## src/rtl/xbar_pkg.sv

```systemverilog
// Shared definitions for the round-robin bus matrix.
// Assumes: sizes fit in SIZE_W bits; master counts are small integers.
package xbar_pkg;
    localparam int SIZE_W = 2;

    typedef enum logic [SIZE_W-1:0] {
        XSZ_BYTE = 2'd0,
        XSZ_HALF = 2'd1,
        XSZ_WORD = 2'd2
    } xfer_size_e;

    // Index reached by stepping `off` places after `base` in a ring of `n`.
    function automatic int ring_step(input int base, input int off, input int n);
        return (base + off) % n;
    endfunction
endpackage

```

## src/rtl/xbar_decode.sv

```systemverilog
// Address decoder for one master: picks a slave from the top REGION_W
// address bits. Region values at or above N_SLV are flagged as a miss.
// Assumes: one slave per region value, regions 0..N_SLV-1 mapped.
module xbar_decode #(
    parameter int N_SLV    = 4,
    parameter int ADDR_W   = 32,
    parameter int REGION_W = 3
) (
    input  logic              req,
    input  logic [ADDR_W-1:0] addr,
    output logic [N_SLV-1:0]  sel,
    output logic              miss
);
    logic [REGION_W-1:0] region;

    assign region = addr[ADDR_W-1 -: REGION_W];

    // Turn the region field into a one-hot select or a miss.
    always_comb begin
        sel  = '0;
        miss = 1'b0;
        if (req) begin
            if (int'(region) >= N_SLV) begin
                miss = 1'b1;
            end else begin
                for (int s = 0; s < N_SLV; s++) begin
                    sel[s] = (int'(region) == s);
                end
            end
        end
    end
endmodule

```

## src/rtl/xbar_rr_arb.sv

```systemverilog
// Round-robin arbiter for one slave port. A single-cycle grant goes to the
// first requester found after the last master served, wrapping around.
// Assumes: grants are combinational; the pointer advances only on a grant.
module xbar_rr_arb #(
    parameter int N_MST = 3,
    parameter int MID_W = 2
) (
    input  logic             clk,
    input  logic             rst_n,
    input  logic [N_MST-1:0] req,
    output logic [N_MST-1:0] gnt,
    output logic [MID_W-1:0] gnt_idx,
    output logic             gnt_any
);
    import xbar_pkg::*;

    logic [MID_W-1:0] last_q;

    // Search the ring starting one place after the last master served.
    always_comb begin
        gnt     = '0;
        gnt_idx = '0;
        gnt_any = 1'b0;
        for (int off = 1; off <= N_MST; off++) begin
            if (!gnt_any && req[ring_step(int'(last_q), off, N_MST)]) begin
                gnt_any = 1'b1;
                gnt[ring_step(int'(last_q), off, N_MST)] = 1'b1;
                gnt_idx = MID_W'(ring_step(int'(last_q), off, N_MST));
            end
        end
    end

    // Remember the master just served; reset makes master 0 win first.
    always_ff @(posedge clk) begin
        if (!rst_n) begin
            last_q <= MID_W'(N_MST - 1);
        end else if (gnt_any) begin
            last_q <= gnt_idx;
        end
    end
endmodule

```

## src/rtl/xbar_slv_port.sv

```systemverilog
// One slave port of the matrix: arbitrates among the masters selecting it
// and forwards the winner's transfer attributes to the slave.
// Assumes: master buses are flat vectors indexed by master number.
module xbar_slv_port #(
    parameter int N_MST  = 3,
    parameter int MID_W  = 2,
    parameter int ADDR_W = 32,
    parameter int DATA_W = 32,
    parameter int SIZE_W = 2
) (
    input  logic                      clk,
    input  logic                      rst_n,
    input  logic [N_MST-1:0]          req,
    input  logic [N_MST*ADDR_W-1:0]   m_addr,
    input  logic [N_MST-1:0]          m_write,
    input  logic [N_MST*SIZE_W-1:0]   m_size,
    input  logic [N_MST*DATA_W-1:0]   m_wdata,
    output logic [N_MST-1:0]          gnt,
    output logic                      s_valid,
    output logic [MID_W-1:0]          s_master,
    output logic [ADDR_W-1:0]         s_addr,
    output logic                      s_write,
    output logic [SIZE_W-1:0]         s_size,
    output logic [DATA_W-1:0]         s_wdata
);
    logic [MID_W-1:0] win;
    logic             win_any;

    xbar_rr_arb #(
        .N_MST (N_MST),
        .MID_W (MID_W)
    ) u_arb (
        .clk     (clk),
        .rst_n   (rst_n),
        .req     (req),
        .gnt     (gnt),
        .gnt_idx (win),
        .gnt_any (win_any)
    );

    // Steer the winning master's attributes onto the slave port.
    always_comb begin
        s_valid  = win_any;
        s_master = win;
        s_addr   = '0;
        s_write  = 1'b0;
        s_size   = '0;
        s_wdata  = '0;
        if (win_any) begin
            s_addr  = m_addr[int'(win)*ADDR_W +: ADDR_W];
            s_write = m_write[win];
            s_size  = m_size[int'(win)*SIZE_W +: SIZE_W];
            s_wdata = m_wdata[int'(win)*DATA_W +: DATA_W];
        end
    end
endmodule

```

## src/rtl/xbar_rr_matrix.sv

```systemverilog
// Multi-layer bus matrix: N_MST masters reach N_SLV slave ports, each slave
// port with its own round-robin arbiter and single-cycle grants. Unmapped
// addresses receive an immediate error response.
// Assumes: single-cycle slaves with combinational read data.
module xbar_rr_matrix #(
    parameter int N_MST    = 3,
    parameter int N_SLV    = 4,
    parameter int ADDR_W   = 32,
    parameter int DATA_W   = 32,
    parameter int REGION_W = 3,
    parameter int SIZE_W   = xbar_pkg::SIZE_W,
    parameter int MID_W    = (N_MST > 1) ? $clog2(N_MST) : 1
) (
    input  logic                      clk,
    input  logic                      rst_n,
    input  logic [N_MST-1:0]          m_req,
    input  logic [N_MST*ADDR_W-1:0]   m_addr,
    input  logic [N_MST-1:0]          m_write,
    input  logic [N_MST*SIZE_W-1:0]   m_size,
    input  logic [N_MST*DATA_W-1:0]   m_wdata,
    output logic [N_MST-1:0]          m_ready,
    output logic [N_MST-1:0]          m_err,
    output logic [N_MST*DATA_W-1:0]   m_rdata,
    output logic [N_SLV-1:0]          s_valid,
    output logic [N_SLV*MID_W-1:0]    s_master,
    output logic [N_SLV*ADDR_W-1:0]   s_addr,
    output logic [N_SLV-1:0]          s_write,
    output logic [N_SLV*SIZE_W-1:0]   s_size,
    output logic [N_SLV*DATA_W-1:0]   s_wdata,
    input  logic [N_SLV*DATA_W-1:0]   s_rdata
);
    logic [N_SLV-1:0] sel_m [N_MST];
    logic [N_MST-1:0] miss;
    logic [N_MST-1:0] req_s [N_SLV];
    logic [N_MST-1:0] gnt_s [N_SLV];

    for (genvar m = 0; m < N_MST; m++) begin : g_dec
        xbar_decode #(
            .N_SLV    (N_SLV),
            .ADDR_W   (ADDR_W),
            .REGION_W (REGION_W)
        ) u_dec (
            .req  (m_req[m]),
            .addr (m_addr[m*ADDR_W +: ADDR_W]),
            .sel  (sel_m[m]),
            .miss (miss[m])
        );
    end

    // Regroup the per-master selects into per-slave request vectors.
    always_comb begin
        for (int s = 0; s < N_SLV; s++) begin
            for (int m = 0; m < N_MST; m++) begin
                req_s[s][m] = sel_m[m][s];
            end
        end
    end

    for (genvar s = 0; s < N_SLV; s++) begin : g_slv
        xbar_slv_port #(
            .N_MST  (N_MST),
            .MID_W  (MID_W),
            .ADDR_W (ADDR_W),
            .DATA_W (DATA_W),
            .SIZE_W (SIZE_W)
        ) u_port (
            .clk      (clk),
            .rst_n    (rst_n),
            .req      (req_s[s]),
            .m_addr   (m_addr),
            .m_write  (m_write),
            .m_size   (m_size),
            .m_wdata  (m_wdata),
            .gnt      (gnt_s[s]),
            .s_valid  (s_valid[s]),
            .s_master (s_master[s*MID_W +: MID_W]),
            .s_addr   (s_addr[s*ADDR_W +: ADDR_W]),
            .s_write  (s_write[s]),
            .s_size   (s_size[s*SIZE_W +: SIZE_W]),
            .s_wdata  (s_wdata[s*DATA_W +: DATA_W])
        );
    end

    // Build each master's response from its grant, miss and slave data.
    always_comb begin
        m_err   = miss;
        m_ready = miss;
        m_rdata = '0;
        for (int m = 0; m < N_MST; m++) begin
            for (int s = 0; s < N_SLV; s++) begin
                if (gnt_s[s][m]) begin
                    m_ready[m] = 1'b1;
                    m_rdata[m*DATA_W +: DATA_W] = s_rdata[s*DATA_W +: DATA_W];
                end
            end
        end
    end
endmodule

```

## config.mk

```make
export PLATFORM = sky130hd
export DESIGN_NAME = xbar_rr_matrix
export DESIGN_NICKNAME = d
export VERILOG_FILES = /design/src/rtl/xbar_pkg.sv /design/src/rtl/xbar_decode.sv /design/src/rtl/xbar_rr_arb.sv /design/src/rtl/xbar_slv_port.sv /design/src/rtl/xbar_rr_matrix.sv
export SDC_FILE = /design/constraint.sdc
export NUM_CORES = 1
export LEC_CHECK = 0
export BUFFER_PORTS_ARGS = -buffer_cell sky130_fd_sc_hd__clkbuf_2
export CAP_MARGIN = 20
export CORE_AREA = 3 3 274 276
export CTS_CLUSTER_SIZE = 28
export DETAILED_ROUTE_END_ITERATION = 8
export DIE_AREA = 0 0 277 279
export PLACE_DENSITY = 0.5
export RECOVER_POWER = 25
export SKIP_LAST_GASP = 1
export SLEW_MARGIN = 20
export SYNTH_ARGS = -nofsm -noshare
export SYNTH_HDL_FRONTEND = slang
export SYNTH_HIERARCHICAL = 1
export SYNTH_SLANG_ARGS = --single-unit
```

## constraint.sdc

```tcl
create_clock -name clk -period 5.7 [get_ports clk]
set_input_delay 0.285 -clock clk [delete_from_list [all_inputs] [get_ports clk]]
set_output_delay 0.285 -clock clk [all_outputs]
set_load 0.1 [all_outputs]
```

# == After elaboration in Yosys (flattened, before gate mapping) ==
# Index checks and enable logic that the tools add are counted.
# W data, S select, Z words.
# op_classes
n_bitwise,8
reduce_logical,31
eq_ne,9
n_lt_le_gt_ge,31
mux,156
add_sub_neg,12
shifts,12
div_mod_pow,12
# ops
cell,n
$shiftx A96 B8 Y32,8
$mux W32,20
$ge A32 B1 Y1 const B,12
$lt A32 B4 Y1 const B,12
$mod A32 B3 Y32 const B,12
$mux W1,74
$mux W3,12
$bmux W1 S2,16
$mux W2,16
$add A2 B2 Y3 const B,8
$demux W1 S2,12
$mux W4,6
$or A3 B3 Y3,8
$shiftx A6 B4 Y2,4
$logic_and A1 B1 Y1,20
$eq A3 B3 Y1 const B,6
$add A2 B1 Y3 const B,4
$lt A2 B3 Y1 const B,4
$eq A3 B2 Y1 const B,3
$ge A3 B3 Y1 const B,3
$logic_not A3 Y1,3
$logic_not A1 Y1,8
# word_totals
reg_bits,8
out_inout_bits,382
in_bits,334

# == Depth between registers and ports, before layout ==
# Gate-level depths: netlist of run 1.
# logic_depth
ltp_word,17
depth_mapped,13
ltp_nobuf,9

# == Hierarchy ==
# The synthesis of run 1 kept the hierarchy.
# by_module_without_submodules
mod,instances,area_per_inst_um2,cells_each
xbar_slv_port,4,2230.9,305
xbar_rr_matrix,1,3076.7,396
xbar_rr_arb,4,375.4,51
xbar_decode,3,50.0,5

# == Worst setup path before layout of run 1 ==
# OpenSTA, ideal clock, no wires.
# synth_path
path_type,input to output
from,input port m_addr[94]
to,output port s_addr[0]
stages,11
arrival_time_ns,5.589
path_buffers,3
setup_slack_ns,-0.174
path_cell_list,nor4b_1 -> mux2i_1 -> o22ai_1 -> o21ai_1 -> o21ai_0 -> buf_2 -> buf_4 -> buf_2 -> nand3b_1 -> o21ai_1 -> and2_1
# synth_via
elab_chain_len,15
# synth_rtl
element,line,rtl
from (decl),xbar_rr_matrix.sv:17,"input logic [N_MST*ADDR_W-1:0] m_addr,"
$ge A3 B3 Y1 or $logic_not A3 Y1 (tied branches),"xbar_decode.sv:23, xbar_decode.sv:27",
$mux W4 *,xbar_decode.sv:23,if (int'(region) >= N_SLV) begin
$mux W4 *,xbar_decode.sv:22,if (req) begin
$bmux W1 S2,xbar_rr_arb.sv:25,"if (!gnt_any && req[ring_step(int'(last_q), off, N_MST)]) begin"
$mux W1 (implied by the code) (2 in a row),xbar_rr_arb.sv:25,
$mux W1,xbar_rr_arb.sv:25,
$logic_not A1 Y1,xbar_rr_arb.sv:25,
$logic_and A1 B1 Y1,xbar_rr_arb.sv:25,
$mux W1,xbar_rr_arb.sv:25,
$logic_not A1 Y1,xbar_rr_arb.sv:25,
$logic_and A1 B1 Y1,xbar_rr_arb.sv:25,
$mux W2 *,xbar_rr_arb.sv:25,
named net s_master[0],xbar_rr_matrix.sv:25,"output logic [N_SLV*MID_W-1:0] s_master,"
$shiftx A96 B8 Y32 *,xbar_slv_port.sv:50,s_addr = m_addr[int'(win)*ADDR_W +: ADDR_W];
$mux W32 *,xbar_slv_port.sv:49,if (win_any) begin
to (decl),xbar_rr_matrix.sv:26,"output logic [N_SLV*ADDR_W-1:0] s_addr,"
# The timed path passes the listed nets; every way through them passes the cells marked *. The select of a mux whose other input is x is not followed.

==> results of run 1 <==
## through the flow
stage | std cells | hold WS (ps) | cell area (um^2)
after floorplan | 1835 | 411 | 13700
after global placement | 3342 | 566 | 17500
after detailed placement | 3342 | 578 | 17500
after CTS | 3345 | 467 | 17600
after global routing | 3358 | 494 | 17500
final | 3360 | 464 | 17500
## worst max-delay path by stage
stage,endpoint,cells after the start
finish,m_rdata[18],11
global placement,m_rdata[18],11
detailed placement,m_rdata[18],11
floorplan,s_addr[107],12
global route,s_addr[103],11
CTS,m_rdata[18],11
## layout by cell type, fill, tap and decap left out, types with 3 or more instances in the layout
cell type,count
a22oi_1,98
clkbuf_1,77
and2_1,275
o22ai_1,43
nor3_1,3
nor3b_1,62
nand2b_1,7
nand2b_2,4
nor2_1,4
diode_2,15
o211ai_1,4
a221oi_2,66
a221oi_1,4
a2bb2oi_1,4
a21oi_1,40
mux2i_1,282
inv_1,64
and4b_1,3
o21ai_4,12
o21ai_0,31
clkbuf_16,3
buf_12,12
nor4_1,4
nor4b_1,3
and4bb_2,6
nand3b_1,278
nand2_1,17
dfxtp_1,8
or2_2,4
ha_1,16
o21ai_1,256
clkbuf_2,639
a211oi_2,4
buf_4,30
a22o_1,4
o221ai_1,4
nor2b_1,4
## area by class of cell
class | instances | area, um^2 | area share
diodes | 15 | 37.5 | 0.00215
clock buffers | 3 | 75.1 | 0.00429
inverters | 64 | 240 | 0.0137
multi-input cells | 1553 | 11800 | 0.676
flip-flops and latches | 8 | 160 | 0.00916
well taps | 959 | 1200 | 0.0686
repair buffers | 758 | 3950 | 0.226
## worst max-delay path: cells and delay by family
family                 cells  cell delay, ps
buffers and inverters      3            1240
and+or+nand+nor            2             890
muxes                      1             130
AOI/OAI and AO/OA          5            2370
## kinds of logic (layout without fill, tap and decap cells)
kind of cell / Yosys count / after routing / share of synthesized area
adder cells (fa/ha/maj): 16 / 16 / 0.0147
AND/OR/NAND/NOR: 681 / 681 / 0.344
flip-flops: 8 / 8 / 0.0117
multiplexers: 282 / 282 / 0.207
buffers and inverters: 274 / 825 / 0.134
AO/OA/AOI/OAI: 574 / 574 / 0.288
other: 0 / 15 / 0
## metal layers
| layer | global-route usage | up-vias | wire length, um |
|---|---|---|---|
| li1 | - | 7941 | - |
| met1 | 0.226 | 8221 | 31600 |
| met2 | 0.328 | 931 | 37600 |
| met3 | 0.0371 | 146 | 5650 |
| met4 | 0.0770 | 4 | 3400 |
| met5 | 0 | - | 23 |
==> summary.md, run 1 <==
| Metric | Value |
|---|---|
| R2r worst-path depth | 6 |
| Failing checks | capacitance limit, slew limit |
| Yosys top cell by area | mux2i_1 |
| GR Util All Layers | 0.188 |
| RSZ-0062 raised after global routing | false |
| Crit-path max FO | 20 |
| Initial DRC count | 1088 |
| Count leader, synth | mux2i_1 |
| Vias in the first global route | 16700 |
| CP startpoint kind | input port |
| Kind of critical path | input port to output port |
| Layout net count | 2738 |
| Relative slew slack | -0.350 |
| Hold Crit Class | input port to flop |
| Fin util | 0.240 |
| Maximum clock frequency | 191 MHz |
| Pre-CTS WS | 1010 ps |
| Reg with most FFs | g_slv.u_port/u_arb/last_q |
| R2R Path End | g_slv[2].u_port/u_arb/last_q[1] |
| Final ANT Viol Nets | 0 |
| Cell Area, Synth | 13700 um^2 |
| Max-cap violations | 6 |
| Final slew viol count | 298 |
| Post-synth net total | 2185 |
| Hold path startpoint | rst_n |
| Synth Warn # | 6 |
| H-Tree Depth | 1 |
| Worst Setup End Kind | output port |
| WP data required | 5410 ps |
| Core box area | 72800 um^2 |
| Largest cells by area after synthesis | mux2i_1, nand3b_1, and2_1 |
| Finish-stage setup viols | 0 |
| Row count | 99 |
| Async SR Flop Fraction | 0 |
| Die Area | 77300 um^2 |
| CTS tree | built |
| Number of port buffers | 715 |
| Area Growth Syn to Fin | 28.1% |
| Top flop regs | g_slv.u_port/u_arb/last_q (8) |
| Ys flop type | dfxtp_1 |
| Drt total wl | 78.3 mm |
| Final Wtd Congestion | 0.992 |
| Chip Height | 279 um |
| Post-DP HPWL | 60.0 mm |
| Largest net degree at the start of global routing | 77 |
| Area fraction of the dominant cell type after synthesis | 0.207 |
| Antenna violations before repair | 20 |
| EDFF count, synth | 0 |
| Fill cell count | 8291 |
| Clock Sinks | 8 |
| Worst-path clk slew | 40 ps |
| Share of cells above drive strength 1 | 0.330 |
| Pre-antenna DRT Iters | 5 |
| Synth top cells by count | mux2i_1, nand3b_1, and2_1 |
| Critical path data arrival time | 4950 ps |
| Post-Syn Area per Cell | 7.44 um^2 |
| Reg2reg start | g_slv[2].u_port/u_arb/last_q[0] |
| Max reg flops | 8 |
| Total number of vias | 17200 |
| Worst-Margin Slew | 2030 ps |
| Tcrit/Tclk final | 0.919 |
| Setup_tns | 0 ps |
| Final worst slack | 461 ps |
| Yosys cell types | 40 |
| Hold Path Depth | 3 |
| Gates resized, CTS repair | 0 |
| First-pass GRT wire length | 113 mm |
| Final period demand of the worst path | 5240 ps |
| Initial core utilization | 0.187 |
| CTS Hold Bufs | 0 |
| Max incr delay on CP | 1490 ps |
| R2r setup slk | 3270 ps |
| Routed len/inst | 23.3 um |
| Remaining DRCs | 0 |
| Crit path max-delay cell type | a22oi_1 |
| Critical-path cell list | clkbuf_1 > and4bb_2 > mux2i_1 > o22ai_1 > o211ai_1 > a22oi_1 > nor2b_2 > buf_4 > a22oi_1 > a21oi_1 > clkbuf_2 |
| Most used cell, CP | a22oi_1 |
| Seq cells post-synth | 8 |
| Post-Synthesis Cells | 1835 |
| Final Hold Vio Count | 0 |
| Die Span X | 277 um |
| Root Buffer | clkbuf_16 |
| Total CTS buffers | 3 |
| Overflow after GRT | 0 |
| Sequential share of the synthesized area | 0.0117 |
| Worst Hold End | g_slv[3].u_port/u_arb/last_q[0] |
| Via density | 5.13 |
| Clk buf depth | 2 |
| Crit. Startpoint | m_addr[29] |
| Post-CTS setup buffer count | 0 |
| Status | complete, but fails checks |
| Clk Latency, worst-skew pair | 240 ps |
| Setup skew after layout | 0.0981 ps |
| IO Count | 716 |
Power of run 1 is not shown: default switching activity piles up to over one toggle a cycle in this logic, so the estimate is an artifact.
==> run 2, diff against run 1 <==
Settings changed: MAX_ROUTING_LAYER set to met4.
==> run 2 against run 1 <==
  * The flow still finishes with violations (capacitance limit, slew limit)
  * Clock skew is essentially flat
  * Utilization rose by 0.10 points
  * Non-clock buffer count increased by 4
  * Sequential share of layout area is essentially flat
==> summary.md, run 2 (synthesis results as in run 1) <==
| Metric | Value |
|---|---|
| Chip Height | 279 um (unchanged) |
| Post-CTS setup buffer count | 0 (unchanged) |
| H-Tree Depth | 1 (unchanged) |
| Final ANT Viol Nets | 0 (unchanged) |
| Relative slew slack | -0.235 (+0.115) |
| Failing checks | capacitance limit, slew limit |
| IO Count | 716 (unchanged) |
| Finish-stage setup viols | 0 (unchanged) |
| GR Util All Layers | 0.194 (+0.00553) |
| Largest net degree at the start of global routing | 83 (+7.8%) |
| Design area | 17600 um^2 (+0.44%) |
| Drt total wl | 78.6 mm (+0.35%) |
| Critical path data arrival time | 4730 ps (-220 ps) |
| Crit. Startpoint | m_addr[29] |
| Remaining DRCs | 0 (unchanged) |
| Status | complete, but fails checks |
| Vias in the first global route | 16700 (-0.23%) |
| Most common cell after layout, fill and taps aside | clkbuf_2 |
| Setup skew after layout | 0.0700 ps (-0.0282 ps) |
| Overflow after GRT | 0 (unchanged) |
| Final Hold Vio Count | 0 (unchanged) |
| Max-cap violations | 5 (-1) |
| R2r setup slk | 3210 ps (-60 ps) |
| Hold Crit Class | input port to flop |
| Pre-antenna DRT Iters | 5 (unchanged) |
| Die Area | 77300 um^2 (unchanged) |
| Maximum clock frequency | 199 MHz (+4.5%) |
| Worst-path clk slew | 40 ps (about the same) |
| Total number of vias | 17300 (+0.31%) |
| Antenna violations before repair | 20 (unchanged) |
| CTS Hold Bufs | 0 (unchanged) |
| Area of the multi-input gates | 11800 um^2 (about the same) |
| R2r worst-path depth | 6 (unchanged) |
| Worst-Margin Slew | 1850 ps (-173 ps) |
| Sequential Area | 160 um^2 (unchanged) |
| CP startpoint kind | input port |
| Die Span X | 277 um (unchanged) |
| First-pass GRT wire length | 113 mm (-0.31%) |
| Worst Hold End | g_slv[0].u_port/u_arb/last_q[0] |
| R2R Path End | g_slv[3].u_port/u_arb/last_q[1] |
| Tcrit/Tclk final | 0.880 (-0.0396) |
| Routed len/inst | 23.4 um (+0.17%) |
| Total CTS buffers | 3 (unchanged) |
| Max reg flops | 8 (unchanged) |
| Final period demand of the worst path | 5010 ps (-226 ps) |
| Top flop regs | g_slv.u_port/u_arb/last_q (8) |
| Final Wtd Congestion | 0.996 (+0.44%) |
| Clk buf depth | 2 (unchanged) |
| Kind of critical path | input port to output port |
| Hold Path Depth | 3 (unchanged) |
| Worst Setup End Kind | output port |
| Area Growth Syn to Fin | 28.7% |
| Hold path startpoint | rst_n |
| WP data required | 5410 ps (about the same) |
| Setup_tns | 0 ps (unchanged) |
| Row count | 99 (unchanged) |
| Fill cell count | 8288 (-0.036%) |
| Root Buffer | clkbuf_16 |
| Clock Sinks | 8 (unchanged) |
| Placed cell area | 17600 um^2 (+0.43%) |
| Number of port buffers | 715 (unchanged) |
| Via density | 5.14 (+0.13%) |
| Clk Latency, worst-skew pair | 240 ps (about the same) |
| Core box area | 72800 um^2 (unchanged) |
| Layout net count | 2742 (+0.15%) |
| RSZ-0062 raised after global routing | false |
| Share of cells above drive strength 1 | 0.331 (about the same) |
| Hold slack | 476 ps (+11.6 ps) |
| Highest-count cells in the layout ignoring fill and taps | clkbuf_2, mux2i_1, nand3b_1 |
| Post-DP HPWL | 59.7 mm (-0.50%) |
| Crit-path max FO | 32 (+60%) |
| CTS tree | built |
| Gates resized, CTS repair | 0 (unchanged) |
| Final slew viol count | 278 (-6.7%) |
| Initial DRC count | 1132 (+4.0%) |
| Initial core utilization | 0.187 (unchanged) |
| Reg with most FFs | g_slv.u_port/u_arb/last_q |
| Reg2reg start | g_slv[3].u_port/u_arb/last_q[0] |
[run 2: cell types whose count changed in the layout (fill, tap and decap cells not counted), moves of 2 or more]
cell,change
clkbuf_2,-4
buf_12,+2
diode_2,+2
buf_4,+2
clkbuf_1,+3
[run 2: cell type report]
cell class              instances  area share
multi-input cells            1553       0.673
repair buffers                762       0.229
well taps                     959      0.0683
inverters                      64      0.0137
flip-flops and latches          8     0.00912
clock buffers                   3     0.00427
diodes                         17     0.00242
[run 2: worst max-delay path, stage by stage]
cell      delay (ps)
clkbuf_1         250
nor4b_1          900
mux2i_1          210
o22ai_1          370
o21ai_0          410
o21ai_0          390
nor2b_4          830
a22oi_1          180
a221oi_2         340
clkbuf_2         520
[run 2: stage by stage]
stage | utilization | instances | setup slack (ps)
6_report | 0.241 | 3366 | 687
5_1_grt | 0.241 | 3364 | 327
4_1_cts | 0.242 | 3349 | 978
3_5_place_dp | 0.241 | 3346 | 1000
3_3_place_gp | 0.241 | 3345 | 993
2_1_floorplan | - | 1835 | 219
[run 2: how the worst max path moves through the flow]
stage	slack, ps	to
final	690	m_rdata[40]
after CTS	980	m_rdata[18]
after detailed placement	1000	m_rdata[18]
after global routing	330	s_wdata[91]
after floorplan	220	s_addr[107]
after global placement	990	m_rdata[18]
[run 2: per-layer routing]
layer  vias up  share of wire  GRT usage
met3       150          0.068     0.0309
met1      8352           0.40      0.226
met5         -              0          -
li1       7951              -          -
met4         0          0.049     0.0866
met2       843           0.48      0.328
Power of run 2 is left out for the same reason.
